<file path="src/rtl/clk_seq_pkg.sv">
package clk_seq_pkg;
  localparam int REQ_W = 3;
  localparam int MUX_W = 2;
  localparam int DIV_W = 1;

  localparam logic [REQ_W-1:0] REQ_SYS     = 3'd0;
  localparam logic [REQ_W-1:0] REQ_SLOW    = 3'd1;
  localparam logic [REQ_W-1:0] REQ_OSC1    = 3'd2;
  localparam logic [REQ_W-1:0] REQ_FAST_LO = 3'd3;
  localparam logic [REQ_W-1:0] REQ_FAST_HI = 3'd4;

  localparam logic [MUX_W-1:0] MUX_SYS  = 2'd0;
  localparam logic [MUX_W-1:0] MUX_SLOW = 2'd1;
  localparam logic [MUX_W-1:0] MUX_OSC2 = 2'd2;
  localparam logic [MUX_W-1:0] MUX_OSC1 = 2'd3;

  localparam logic [DIV_W-1:0] DIV_BY1 = 1'b0;
  localparam logic [DIV_W-1:0] DIV_BY2 = 1'b1;

  // strobes from the control FSM to the datapath
  typedef struct packed {
    logic loadTarget;
    logic parkDiv;
    logic parkSel;
    logic trimLd;
    logic tgtDiv;
    logic tgtSel;
  } seqStrobe_t;

  function automatic logic isFastCode(input logic [REQ_W-1:0] code);
    return (code == REQ_FAST_LO) || (code == REQ_FAST_HI);
  endfunction
endpackage

</file>
<file path="src/rtl/clk_seq_queue.sv">
module clk_seq_queue #(
  parameter int DEPTH = 4,
  parameter int W     = 3
) (
  input  logic         clk,
  input  logic         rstN,
  input  logic         push,
  input  logic [W-1:0] pushData,
  input  logic         pop,
  output logic [W-1:0] popData,
  output logic         empty,
  output logic         full
);
  localparam int PW = (DEPTH > 1) ? $clog2(DEPTH) : 1;
  localparam int CW = $clog2(DEPTH + 1);

  logic [W-1:0]  slots [DEPTH];
  logic [PW-1:0] wrPtr, rdPtr;
  logic [CW-1:0] count;
  logic          doPush, doPop;

  assign empty   = (count == '0);
  assign full    = (count == CW'(DEPTH));
  assign doPush  = push && !full;
  assign doPop   = pop && !empty;
  assign popData = slots[rdPtr];

  function automatic logic [PW-1:0] nextPtr(input logic [PW-1:0] p);
    return (p == PW'(DEPTH - 1)) ? '0 : p + 1'b1;
  endfunction

  always_ff @(posedge clk or negedge rstN) begin
    if (!rstN) begin
      wrPtr <= '0;
      rdPtr <= '0;
      count <= '0;
    end else begin
      if (doPush) wrPtr <= nextPtr(wrPtr);
      if (doPop)  rdPtr <= nextPtr(rdPtr);
      if (doPush && !doPop)      count <= count + 1'b1;
      else if (doPop && !doPush) count <= count - 1'b1;
    end
  end

  always_ff @(posedge clk) begin
    if (doPush) slots[wrPtr] <= pushData;
  end
endmodule

</file>
<file path="src/rtl/clk_seq_ctrl.sv">
module clk_seq_ctrl
  import clk_seq_pkg::*;
#(
  parameter int SETTLE_CYC = 8
) (
  input  logic             clk,
  input  logic             rstN,
  input  logic             qEmpty,
  input  logic [REQ_W-1:0] qData,
  output logic             qPop,
  output logic [REQ_W-1:0] nextCode,
  output seqStrobe_t       strobe,
  output logic             busy
);
  localparam int CNT_W = $clog2(SETTLE_CYC + 1) + 1;

  typedef enum logic [2:0] {
    ST_IDLE, ST_PARK_DIV, ST_PARK_SEL, ST_TRIM,
    ST_SETTLE, ST_TGT_DIV, ST_TGT_SEL, ST_DONE
  } seqState_e;

  seqState_e   state, stateNext;
  logic        initPending;
  logic        haveWork;
  logic [CNT_W-1:0] settleCnt;

  assign haveWork = initPending || !qEmpty;
  assign nextCode = initPending ? REQ_FAST_HI : qData;
  assign qPop     = (state == ST_IDLE) && !initPending && !qEmpty;
  assign busy     = (state != ST_IDLE);

  always_comb begin
    stateNext = state;
    strobe    = '0;
    unique case (state)
      ST_IDLE: if (haveWork) begin
        strobe.loadTarget = 1'b1;
        stateNext = isFastCode(nextCode) ? ST_PARK_DIV : ST_TGT_DIV;
      end
      ST_PARK_DIV: begin strobe.parkDiv = 1'b1; stateNext = ST_PARK_SEL; end
      ST_PARK_SEL: begin strobe.parkSel = 1'b1; stateNext = ST_TRIM;     end
      ST_TRIM:     begin strobe.trimLd  = 1'b1; stateNext = ST_SETTLE;   end
      ST_SETTLE:   if (settleCnt == CNT_W'(SETTLE_CYC - 1)) stateNext = ST_TGT_DIV;
      ST_TGT_DIV:  begin strobe.tgtDiv  = 1'b1; stateNext = ST_TGT_SEL;  end
      ST_TGT_SEL:  begin strobe.tgtSel  = 1'b1; stateNext = ST_DONE;     end
      ST_DONE:     stateNext = ST_IDLE;
      default:     stateNext = ST_IDLE;
    endcase
  end

  always_ff @(posedge clk or negedge rstN) begin
    if (!rstN) begin
      state       <= ST_IDLE;
      initPending <= 1'b1;
      settleCnt   <= '0;
    end else begin
      state <= stateNext;
      if (state == ST_IDLE) initPending <= 1'b0;
      if (state == ST_TRIM)        settleCnt <= '0;
      else if (state == ST_SETTLE) settleCnt <= settleCnt + 1'b1;
    end
  end
endmodule

</file>
<file path="src/rtl/clk_seq_datapath.sv">
module clk_seq_datapath
  import clk_seq_pkg::*;
(
  input  logic             clk,
  input  logic             rstN,
  input  seqStrobe_t       strobe,
  input  logic [REQ_W-1:0] nextCode,
  output logic [DIV_W-1:0] divSel,
  output logic [MUX_W-1:0] muxSel,
  output logic             divWe,
  output logic             selWe,
  output logic             trimLoad,
  output logic             trimPoint
);
  logic [REQ_W-1:0] targetCode;
  logic [DIV_W-1:0] tgtDivCode;
  logic [MUX_W-1:0] tgtMuxCode;

  always_comb begin
    unique case (targetCode)
      REQ_SLOW:    begin tgtDivCode = DIV_BY1; tgtMuxCode = MUX_SLOW; end
      REQ_OSC1:    begin tgtDivCode = DIV_BY1; tgtMuxCode = MUX_OSC1; end
      REQ_FAST_LO: begin tgtDivCode = DIV_BY2; tgtMuxCode = MUX_OSC2; end
      REQ_FAST_HI: begin tgtDivCode = DIV_BY1; tgtMuxCode = MUX_OSC2; end
      default:     begin tgtDivCode = DIV_BY1; tgtMuxCode = MUX_SYS;  end
    endcase
  end

  always_ff @(posedge clk or negedge rstN) begin
    if (!rstN) begin
      targetCode <= REQ_SYS;
      divSel     <= DIV_BY1;
      muxSel     <= MUX_SYS;
      divWe      <= 1'b0;
      selWe      <= 1'b0;
      trimLoad   <= 1'b0;
      trimPoint  <= 1'b0;
    end else begin
      divWe    <= strobe.parkDiv || strobe.tgtDiv;
      selWe    <= strobe.parkSel || strobe.tgtSel;
      trimLoad <= strobe.trimLd;
      if (strobe.loadTarget) targetCode <= nextCode;
      if (strobe.parkDiv)     divSel <= DIV_BY1;
      else if (strobe.tgtDiv) divSel <= tgtDivCode;
      if (strobe.parkSel)     muxSel <= MUX_SYS;
      else if (strobe.tgtSel) muxSel <= tgtMuxCode;
      if (strobe.trimLd) trimPoint <= (targetCode == REQ_FAST_HI);
    end
  end
endmodule

</file>
<file path="src/rtl/clk_source_sequencer.sv">
module clk_source_sequencer
  import clk_seq_pkg::*;
#(
  parameter int QUEUE_DEPTH = 4,
  parameter int SETTLE_CYC  = 8
) (
  input  logic       clk,
  input  logic       rstN,
  input  logic       reqValid,
  input  logic [2:0] reqSrc,
  input  logic       suspendEvt,
  input  logic       resumeEvt,
  output logic       divSel,
  output logic [1:0] muxSel,
  output logic       divWe,
  output logic       selWe,
  output logic       trimLoad,
  output logic       trimPoint,
  output logic       busy
);
  logic             qPush, qPop, qEmpty, qFull;
  logic [REQ_W-1:0] qIn, qOut, nextCode;
  seqStrobe_t       strobe;

  // one request per cycle: resume, then suspend, then direct request
  assign qPush = reqValid || suspendEvt || resumeEvt;
  assign qIn   = resumeEvt  ? REQ_FAST_HI :
                 suspendEvt ? REQ_FAST_LO : reqSrc;

  clk_seq_queue #(.DEPTH(QUEUE_DEPTH), .W(REQ_W)) u_queue (
    .clk, .rstN, .push(qPush), .pushData(qIn), .pop(qPop),
    .popData(qOut), .empty(qEmpty), .full(qFull)
  );

  clk_seq_ctrl #(.SETTLE_CYC(SETTLE_CYC)) u_ctrl (
    .clk, .rstN, .qEmpty, .qData(qOut), .qPop, .nextCode, .strobe, .busy
  );

  clk_seq_datapath u_dp (
    .clk, .rstN, .strobe, .nextCode, .divSel, .muxSel,
    .divWe, .selWe, .trimLoad, .trimPoint
  );
endmodule

</file>
<file path="config.mk">
export PLATFORM = sky130hd
export DESIGN_NAME = clk_source_sequencer
export DESIGN_NICKNAME = d
export VERILOG_FILES = /design/src/rtl/clk_seq_pkg.sv /design/src/rtl/clk_seq_queue.sv /design/src/rtl/clk_seq_ctrl.sv /design/src/rtl/clk_seq_datapath.sv /design/src/rtl/clk_source_sequencer.sv
export SDC_FILE = /design/constraint.sdc
export NUM_CORES = 1
export LEC_CHECK = 0
export ABC_AREA = 0
export ABC_CLOCK_PERIOD_IN_PS = 2850
export BUFFER_PORTS_ARGS = -buffer_cell sky130_fd_sc_hd__buf_2
export CORE_UTILIZATION = 52
export CTS_BUF_LIST = sky130_fd_sc_hd__clkbuf_16
export CTS_CLUSTER_DIAMETER = 30
export CTS_CLUSTER_SIZE = 12
export DETAILED_ROUTE_END_ITERATION = 7
export PLACE_DENSITY = 0.74
export SLEW_MARGIN = 20
export SYNTH_ARGS = -nofsm -noshare
export SYNTH_HDL_FRONTEND = slang
export SYNTH_SLANG_ARGS = --single-unit
</file>
<file path="constraint.sdc">
create_clock -name clk -period 2.85 [get_ports clk]
set_input_delay 0.285 -clock clk [delete_from_list [all_inputs] [get_ports clk]]
set_output_delay 0.285 -clock clk [all_outputs]
set_load 0.005 [all_outputs]
</file>
# Word-level counts from Yosys, hierarchy flattened

Memory sizes are Yosys's and may differ from the RTL's.
Index checks and enable logic that the tools add are counted.

Add/sub/neg operators: 5
Equality and inequality tests: 19
Multiplexer cells: 28
Reduce and logical (&&, ||, !) cells: 26

Operator list:

| operator                                                            | number |
|---|---|
| 3-bit two-way mux                                                   | 8 |
| 3-bit one-hot mux with 8 select lines                               | 1 |
| 3-bit == test (second input constant)                               | 7 |
| 3-bit by 2-bit == test with 1-bit output (second input constant)    | 5 |
| 1-bit two-way mux                                                   | 12 |
| 5-bit two-way mux                                                   | 2 |
| 2-bit two-way mux                                                   | 4 |
| 2-bit nonzero test                                                  | 4 |
| 3-bit by 1-bit == test with 1-bit output (second input constant)    | 2 |
| 1-bit logical AND                                                   | 6 |
| 3-bit zero test                                                     | 2 |
| 1-bit logical OR                                                    | 6 |
| 2-bit one-hot mux with 3 select lines                               | 1 |
| 5-bit by 1-bit adder with 5-bit output (second input constant)      | 1 |
| 5-bit by 3-bit == test with 1-bit output (second input constant)    | 1 |
| 1-bit zero test                                                     | 5 |
| 2-bit by 1-bit adder with 2-bit output (second input constant)      | 2 |
| 2-bit == test (second input constant)                               | 2 |
| 2-bit by 1-bit != test with 1-bit output (second input constant)    | 2 |
| 3-bit by 1-bit adder with 3-bit output (second input constant)      | 1 |
| 3-bit nonzero test                                                  | 1 |
| 3-bit by 1-bit subtractor with 3-bit output (second input constant) | 1 |
| 2-bit AND reduction                                                 | 1 |
| 2-bit OR reduction                                                  | 1 |

Register bits after elaboration: 26
Bits in writable memories: 12
Bits of input ports: 8
Memories kept: 1

Memories:

| name          | depth | bits a word | read ports | clocked after Yosys merged registers in | wr ports | line                | RTL |
|---|---|---|---|---|---|---|---|
| u_queue.slots | 4     | 3           | 1          | 0                                       | 1        | clk_seq_queue.sv:17 | `logic [W-1:0] slots [DEPTH];` |

# Depth between registers and ports, before layout

Gate-level depths: netlist of run 1.

Word-level depth: 7
Gate-level depth with buffers: 11
Mapped depth without buffers: 10

# Hierarchy

Synthesis of run 1 repeated with hierarchy kept, for this count alone.

Cells, all modules: 141
Area total of the unflattened synthesis: 1,856.8 sq um

Modules (own cells, without submodules):

| module               | times used | cells each | area an instance (sq um) | sequential area each (sq um) |
|---|---|---|---|---|
| clk_seq_queue        | 1          | 52         | 898.4                    | 535.5 |
| clk_seq_ctrl         | 1          | 54         | 534.3                    | 226.5 |
| clk_seq_datapath     | 1          | 28         | 390.4                    | 250.2 |
| clk_source_sequencer | 1          | 7          | 33.8                     | 0.0 |

# Worst setup path before layout of run 1

Ideal clock, no wire load.

Kind: register to register
Start point: register u_ctrl.state[0]
End point: register u_queue.count[1]
Library setup time: 125 ps
Data arrival time: 2,250 ps
Data required time: 2,725 ps
Path slack: 475 ps
Stages on the path, launching flop included: 10
Buffers on the path: 1
Path through: dfrtp_1 inv_1 ha_1 nand2b_1 buf_2 or3_1 ha_1 inv_1 fa_1 mux2_2

Cells in the longest elaborated chain, start to end: 7
Elaborated cells on any way between the ends: 9
Those cells by class: 1 x mux; 8 x reduce/logical

RTL lines:

| item                                                    | line                | RTL |
|---|---|---|
| start: declaration                                      | clk_seq_ctrl.sv:22  | `seqState_e state, stateNext;` |
| start signal: assignment                                | clk_seq_ctrl.sv:57  | `state <= stateNext;` |
| 3-bit zero test (*)                                     | clk_seq_ctrl.sv:29  | `assign qPop = (state == ST_IDLE) && !initPending && !qEmpty;` |
| 1-bit logical AND (*) (2 in series)                     | clk_seq_ctrl.sv:29  |  |
| 1-bit logical AND (*)                                   | clk_seq_queue.sv:25 | `assign doPop = pop && !empty;` |
| 1-bit zero test                                         | clk_seq_queue.sv:40 | `if (doPush && !doPop) count <= count + 1'b1;` |
| 1-bit logical AND                                       | clk_seq_queue.sv:40 |  |
| 3-bit two-way mux or 2-bit nonzero test (tied branches) | -                   |  |
| end signal: assignment                                  | clk_seq_queue.sv:40 |  |
| end signal: assignment                                  | clk_seq_queue.sv:41 | `else if (doPop && !doPush) count <= count - 1'b1;` |
| end: declaration                                        | clk_seq_queue.sv:19 | `logic [CW-1:0] count;` |

Every way passes the cells marked *; elsewhere a longest branch is shown, timed or not.
A chain may end at the register's enable or synchronous reset.

# Worst setup path in the final report of run 1

Same ends and word-level chain as after synthesis.

==> run metrics, run 1 <==
Final Max Tran Viols 0; Via-to-Cell Ratio 5.26; Setup-failing EPs final 0; Total GRT Usage 19.5%; gr ovfl total 0; Mapped Area 1820 sq um; first-pass detailed-route iteration total 4; R2R setup slack 0.25 ns; maximum VDD drop 0.000580 V; Sw Share 33.7%; Skew-Pair Late Insertion Delay 0.28 ns; Yosys Warn Count 0; Post-synth top flop dfrtp_1; Setup Crit Path Kind flop to flop; DIE AREA 3740 sq um; ratio of cells with drive above 1 in the final layout 17.5%; cts hold-fix bufs 0; outcome finished, final reports clean; postcts setup bufs 0; Cells after Synth 156; Die Wd 61.2 um; Hold Fails Final Rpt 0; vias in the first global route 1141; pwr dens 1150 nW/um^2; Async SR Flop Fraction 68.4%; combinational share of power 34.8%; largest net degree at the start of global routing 27; most frequent cells in the layout dfrtp_1, nor2_1, buf_2; Setup TNS 0 ns; Slew HR 61.6%; htree depth 2; Int Power 1.61 mW; Post-synth EDFFs 12; design area 2110 sq um; Site Rows 21; FF-to-FF End u_queue.count[1]; clk buf depth 2; port buffer count 15; Overall Power 2.42 mW; Crit path max-delay family adder cells; critical path's slowest cell or3_1; first-pass GRT wire length 5.05 mm; # diodes 0; leak pwr 0.956 nW; routed wl met3 96 um; CP max FO 9; Setup crit end kind flop; vias 1174; Final Wtd Congestion 0.779; Period minus WS final 2.60 ns; clock skew 0.00315 ns; RR Startpoint u_ctrl.state[0]; Clk pin slew, worst setup/hold paths 0.06 ns; top routing layer used met4; Syn Area/Cell 11.7 sq um; Max Cap Violations 0; core area 3340 sq um; Reg2Reg Depth 8; HP Class input pin to asynchronous set/reset pin; Worst EP arrival 2.76 ns; required time of the critical path 3.01 ns; Vert. Die Dim 61.2 um; DR iter-0 viols 50; clock root cell clkbuf_16; worst path buffer plus inverter count 2; syn nets 178; Net Switching 0.815 mW; DR WL met2 1.64 mm; DRC 0; Synth cell types 33; crit-path cells inv_1, ha_1, nand2b_1, or3_1, ha_1, inv_1, fa_1, mux2_2; starting density of the core 54.6%; TritonCTS clock tree yes; Post-DP Area 1940 sq um; CTS buffer count 5; antenna violation net count after detailed routing 0; routed length per instance 13.9 um; sequential area share after synthesis 55.6%; Tcrit/Tclk final 91.1%; Util after Layout 63.3%; post-CTS sizing 0; RSZ-0062 raised after global routing false; Slew @ Worst Pin 0.577 ns; Ports 16; Post-DP HPWL 2.26 mm; initial antenna violation count 0; met1 WL 1.30 mm; max frequency 385 MHz; Area Overhead vs Synth 15.9%; clock sink count 38; Clock power frac 25.5%; final net count 198; Startpoint Class flop; number of synthesized register bits 38; Reg power frac 39.7%; CP max stage delay 0.46 ns; final wirelength 3.09 mm; most common cell after layout, fill and taps aside dfrtp_1
[Yosys cell counts (2+ instances only)]
cell      instances  area [sq um]
nand2_1          11          41.3
inv_1             9          33.8
mux4_2            2          45.0
nor3_1            7          35.0
a22oi_1           2          15.0
dfrtp_1          25           626
ha_1             13           163
nand2b_1          3          18.8
a21o_1            2          15.0
or3_1             2          12.5
mux2_2            5          56.3
edfxtp_1         12           360
and2_1            6          37.5
xnor2_1           2          17.5
o21ai_0          10          50.1
a21oi_1           4          20.0
nand3_1           5          25.0
nand4_1           2          12.5
xor2_1            2          17.5
nor2_1           18          67.6
nor2b_1           2          12.5
[cell type report]
type	instances	area [sq um]
clock buffers	5	125
clock inverters	3	41.3
fillers	275	1230
inverters	9	33.8
multi-input cells	107	766
flip-flops and latches	38	1010
well taps	46	57.6
repair buffers	15	75.1
[layer usage]
metal  vias up  global-route usage, %
li1        585                      -
met1       560                   21.2
met2        23                   34.6
met3         6                   5.88
met4         0                   9.42
met5         -                      0
[worst max-delay path by stage]
stage | start | end | slack [ns] | cells after the start
floorplan | u_ctrl.state[0] | u_queue.count[1] | 0.47 | 9
global placement | u_ctrl.state[0] | u_queue.count[1] | 0.41 | 8
detailed placement | u_ctrl.state[0] | u_queue.count[1] | 0.31 | 8
CTS | u_ctrl.state[0] | u_queue.count[1] | 0.26 | 8
global route | u_ctrl.state[0] | u_queue.count[1] | 0.11 | 8
finish | u_ctrl.state[0] | u_queue.count[1] | 0.25 | 8
[power groups by stage]
| stage | clock [mW] | sequential (mW) | combinational (mW) |
|---|---|---|---|
| 2_1_floorplan | 0 | 0.933 | 0.639 |
| 3_3_place_gp | 0 | 0.953 | 0.785 |
| 3_5_place_dp | 0 | 0.971 | 0.839 |
| 4_1_cts | 0.625 | 0.964 | 0.854 |
| 5_1_grt | 0.650 | 0.995 | 0.968 |
| 6_report | 0.618 | 0.961 | 0.841 |
[cells by family (layout without fill, tap and decap cells)]
logic type	after synthesis	in the layout	share of synthesized area (%)
AND/OR/NAND/NOR	59	59	15.7
flip-flops	38	38	55.6
AO/OA/AOI/OAI	22	22	7.42
adder cells (fa/ha/maj)	14	14	10.0
buffers and inverters	11	32	2.34
multiplexers	8	8	7.01
XOR/XNOR	4	4	1.92
[flip-flops by register name, summed over array words and instances (netlist names), 2 cells and up]
| register | cells |
|---|---|
| u_ctrl.settleCnt | 5 |
| u_ctrl.state | 3 |
| u_dp.muxSel | 2 |
| u_dp.targetCode | 3 |
| u_queue.count | 3 |
| u_queue.rdPtr | 2 |
| u_queue.slots | 12 |
| u_queue.wrPtr | 2 |
[worst register-to-register path, cell delays in order, from the launching register on]
cell,delay [ns]
dfrtp_1,0.41
inv_1,0.15
ha_1,0.24
nand2b_1,0.19
or3_1,0.46
ha_1,0.25
inv_1,0.07
fa_1,0.42
mux2_2,0.28
[per-stage QoR]
step                hold WS [ns]  setup WS (ns)  cells
finish                   0.00210          0.255    223
global route              0.0480          0.115    223
CTS                       0.0209          0.259    223
floorplan                -0.0106          0.475    156
global placement           0.303          0.410    215
detailed placement         0.317          0.313    215
(Power assumes the default switching activity.)
==> inputs of run 2 (changes only) <==
- CTS_BUF_LIST: sky130_fd_sc_hd__clkbuf_16 -> sky130_fd_sc_hd__clkbuf_8
==> run metrics, run 2 (synthesis results as in run 1) <==
vias in the first global route 1133; Period minus WS final 2.58 ns; Largest register FFs 12; critical path's slowest cell or3_1; Skew-Pair Late Insertion Delay 0.29 ns; Max Cap Violations 0; post-CTS sizing 0; Vert. Die Dim 61.2 um; most frequent cells in the layout dfrtp_1, nor2_1, buf_2; largest net degree at the start of global routing 27; DRC 0; Hold Fails Final Rpt 25; Startpoint Class flop; Clock power frac 19.9%; Hold Slack -0.0182 ns; required time of the critical path 3.02 ns; port buffer count 15; outcome complete, but fails checks; maximum VDD drop 0.000465 V; clock sink count 38; Largest regs u_queue.slots x12, u_ctrl.settleCnt x5; Site Rows 21; leak pwr 0.931 nW; htree depth 2; Final Wtd Congestion 0.779; Reg power frac 43.0%; Final Max Tran Viols 0; Util after Layout 61.6%; # diodes 0; register area 1010 sq um; crit-path cells inv_1, ha_1, nand2b_1, or3_1, ha_1, inv_1, fa_1, mux2_2; vias 1166; TritonCTS clock tree yes; starting density of the core 54.6%; Slew HR 62.2%; Total GRT Usage 19.4%; Int Power 1.45 mW; Post-DP HPWL 2.26 mm; Area Overhead vs Synth 12.9%; final wirelength 3.01 mm; clk buf depth 2; Ports 16; failing checks hold timing; DR iter-0 viols 68; ratio of cells with drive above 1 in the final layout 17.5%; combinational share of power 37.1%; Tcrit/Tclk final 90.4%; max frequency 388 MHz; Sw Share 35.0%; clock skew 0.00532 ns; cts hold-fix bufs 0; Setup crit end kind flop; pwr dens 1080 nW/um^2; CP max FO 9; gr ovfl total 0; Via-to-Cell Ratio 5.23; multi-input logic area 766 sq um; Clk pin slew, worst setup/hold paths 0.07 ns; Slew @ Worst Pin 0.567 ns; Net Switching 0.780 mW; clock root cell clkbuf_8; RSZ-0062 raised after global routing false; initial antenna violation count 0; CP max stage delay 0.46 ns; first-pass detailed-route iteration total 4; routed length per instance 13.5 um; Setup TNS 0 ns; # fillers 279; HP Class input pin to asynchronous set/reset pin; Setup Crit Path Kind flop to flop; final net count 198; CTS buffer count 5; first-pass GRT wire length 4.97 mm; postcts setup bufs 0; core area 3340 sq um; Setup-failing EPs final 0; antenna violation net count after detailed routing 0; Worst EP arrival 2.75 ns; Die Wd 61.2 um; DIE AREA 3740 sq um; most common cell after layout, fill and taps aside dfrtp_1; Reg with most FFs u_queue.slots
-- run 2: cell counts in the layout (fill, tap and decap cells not counted) --
No cell type changed its count.
-- run 2: power groups by stage --
| stage | clock network [mW] | logic [mW] | registers (mW) |
|---|---|---|---|
| global placement | 0 | 0.785 | 0.953 |
| global route | 0.483 | 0.957 | 0.993 |
| detailed placement | 0 | 0.839 | 0.971 |
| floorplan | 0 | 0.639 | 0.933 |
| finish | 0.444 | 0.827 | 0.958 |
| CTS | 0.453 | 0.844 | 0.960 |
-- run 2: final timing paths --
| path | slack (ns) | cells past startpoint | to | start |
|---|---|---|---|---|
| setup / recovery | 0.27 | 8 | u_queue.count[1] | u_ctrl.state[0] |
| hold / removal | -0.02 | 1 | u_dp.trimPoint | rstN |
| setup reg to reg | 0.27 | 8 | u_queue.count[1] | u_ctrl.state[0] |
| hold reg to reg | 0.48 | 2 | u_dp.trimPoint | u_dp.trimPoint |
| max in group asynchronous | 2.49 | 1 | u_queue.wrPtr[0] | rstN |
| min in group clk | 0.35 | 2 | u_queue.slots[2][2] | reqSrc[2] |
-- run 2: stage by stage --
| stage | worst slack (ns) | instances | total power, mW | hold slack (ns) | instance area, sq um |
|---|---|---|---|---|---|
| finish | 0.274 | 223 | 2.23 | -0.0182 | 2050 |
| global route | 0.139 | 223 | 2.43 | 0.0168 | 2050 |
| floorplan | 0.475 | 156 | 1.57 | -0.0106 | 1820 |
| detailed placement | 0.313 | 215 | 1.81 | 0.317 | 1940 |
| CTS | 0.296 | 223 | 2.26 | 0.00160 | 2050 |
| global placement | 0.410 | 215 | 1.74 | 0.303 | 1940 |
-- run 2: per-layer routing --
metal,track usage [%],share of wire (%),up-vias
met3,7.14,3.7,6
met1,20.1,42,548
met2,34.2,53,25
met4,10.4,1.9,0
li1,-,-,587
met5,0,0,-
-- run 2: area by class of cell --
cell class,instances,area share (%)
timing repair buffer,15,3.65
inverter,9,1.64
clock buffer,5,3.35
clock inverter,3,2.01
sequential,38,49.3
tap,46,2.80
multi-input combinational,107,37.3
-- run 2: critical path, delay by kind of cell (launching register included) --
family | cells | cell delay [ns]
buffers and inverters | 2 | 0.23
DFF | 1 | 0.41
and+or+nand+nor | 2 | 0.64
adders and majority gates | 3 | 0.89
muxes | 1 | 0.27
==> inputs of run 3 (changes only) <==
- SETUP_SLACK_MARGIN: unset -> 0.5
==> run metrics, run 3 (synthesis results as in run 1) <==
Area Overhead vs Synth 15.3%; Site Rows 21; most frequent cells in the layout dfrtp_1, nor2_1, buf_2; Via-to-Cell Ratio 5.29; CP max stage delay 0.41 ns; DRC 0; Vert. Die Dim 61.2 um; largest net degree at the start of global routing 27; Period minus WS final 2.29 ns; final wirelength 3.07 mm; CP max FO 9; Setup Crit Path Kind flop to flop; maximum VDD drop 0.000546 V; TritonCTS clock tree yes; Largest register FFs 12; combinational share of power 40.7%; first-pass detailed-route iteration total 4; Crit path max-delay family adder cells; Reg2Reg Depth 8; Hold Path End u_queue.slots[0][2]; Int Power 1.43 mW; # diodes 0; most common cell after layout, fill and taps aside dfrtp_1; Die Wd 61.2 um; Final Wtd Congestion 0.815; Net Switching 0.798 mW; first-pass GRT wire length 5.27 mm; max frequency 437 MHz; Final Max Tran Viols 0; clk buf depth 2; ratio of cells with drive above 1 in the final layout 21.5%; Reg power frac 42.7%; gr ovfl total 0; Setup-failing EPs final 0; Overall Power 2.23 mW; vias 1201; final worst slack 0.561 ns; clock sink count 38; DIE AREA 3740 sq um; worst path buffer plus inverter count 2; Startpoint Class flop; vias in the first global route 1222; core area 3340 sq um; dpl ws 0.344 ns; CTS buffer count 5; Sw Share 35.7%; Worst EP arrival 2.47 ns; RR Startpoint u_ctrl.state[1]; clock skew 0.0103 ns; leak pwr 0.954 nW; DR iter-0 viols 56; starting density of the core 54.6%; Hold Startpoint reqSrc[2]; critical path's slowest cell fa_1; routed length per instance 13.5 um; Reg with most FFs u_queue.slots; Slew @ Worst Pin 0.565 ns; RSZ-0062 raised after global routing true; Setup TNS 0 ns; Slew HR 62.3%; Total GRT Usage 20.0%; crit-path cells inv_1, ha_4, nand2b_4, or3_4, ha_1, inv_1, fa_1, mux2_2; Ports 16; Max Cap Violations 0; outcome finished, final reports clean; R2R setup slack 0.56 ns; Hold Path Depth 2; initial antenna violation count 0; Post-DP HPWL 2.19 mm; Tcrit/Tclk final 80.3%; port buffer count 15; Util after Layout 62.9%; Clock power frac 16.5%; Clk pin slew, worst setup/hold paths 0.07 ns; HP Class input pin to flop; required time of the critical path 3.03 ns; Setup crit end kind flop; FF-to-FF End u_queue.count[1]; antenna violation net count after detailed routing 0; clock root cell clkbuf_8; htree depth 2; final net count 202; Largest regs u_queue.slots x12, u_ctrl.settleCnt x5; pwr dens 1060 nW/um^2; Skew-Pair Late Insertion Delay 0.29 ns; most frequent CP cell inv_1; Hold Fails Final Rpt 0
## run 3: stage by stage
stage / hold slack [ns] / cell area [sq um] / instances
floorplan: -0.0106 / 1830 / 156
global placement: 0.302 / 1960 / 216
detailed placement: 0.319 / 1960 / 216
CTS: 0.345 / 2080 / 227
global route: 0.381 / 2100 / 227
finish: 0.355 / 2100 / 227
## run 3: layer usage
metal  wire length, um  track usage (%)  vias to the layer above  share of wire [%]
li1                  -                -                      591                  -
met1              1260             22.5                      582                 41
met2              1660             34.2                       21                 54
met3                82             3.99                        7                2.7
met4                73             14.0                        0                2.4
met5                 0                0                        -                  0
## run 3: power groups by stage
| stage | combinational [mW] | sequential, mW | clock [mW] |
|---|---|---|---|
| floorplan | 0.642 | 0.933 | 0 |
| global placement | 0.807 | 0.954 | 0 |
| detailed placement | 0.847 | 0.968 | 0 |
| CTS | 0.901 | 0.952 | 0.385 |
| global route | 1.04 | 0.990 | 0.399 |
| finish | 0.909 | 0.953 | 0.369 |
## run 3: worst max-delay path by stage
stage | startpoint | end | slack (ns) | cells past startpoint
finish | u_ctrl.state[1] | u_queue.count[1] | 0.56 | 8
CTS | u_ctrl.state[1] | u_queue.count[1] | 0.53 | 8
global placement | u_ctrl.state[0] | u_queue.count[1] | 0.44 | 8
detailed placement | u_ctrl.state[0] | u_queue.count[1] | 0.34 | 8
global route | u_ctrl.state[1] | u_queue.count[1] | 0.46 | 8
floorplan | u_ctrl.state[0] | u_queue.count[1] | 0.50 | 9
## run 3: area by class of cell
class,instances,area [sq um]
Inverter,9,33.8
Multi-Input combinational cell,107,796
Timing Repair Buffer,19,108
Sequential cell,38,1010
Clock inverter,2,8.76
Clock buffer,6,82.6
Tap cell,46,57.6
Fill cell,283,1240
## run 3: worst reg2reg max path, cell delays in order, from the launching register on
cell and delay (ns):
dfrtp_1 0.39, inv_1 0.13, ha_4 0.18, nand2b_4 0.09, or3_4 0.40, ha_1 0.23
inv_1 0.08, fa_1 0.41, mux2_2 0.26
## run 3: what timing repair did
item,4_1_cts,5_1_grt
resized for setup,4,2
endpoints found under the hold margin,5,0
setup buffers,2,0
endpoints found under the setup margin,2,2
hold buffers,1,0
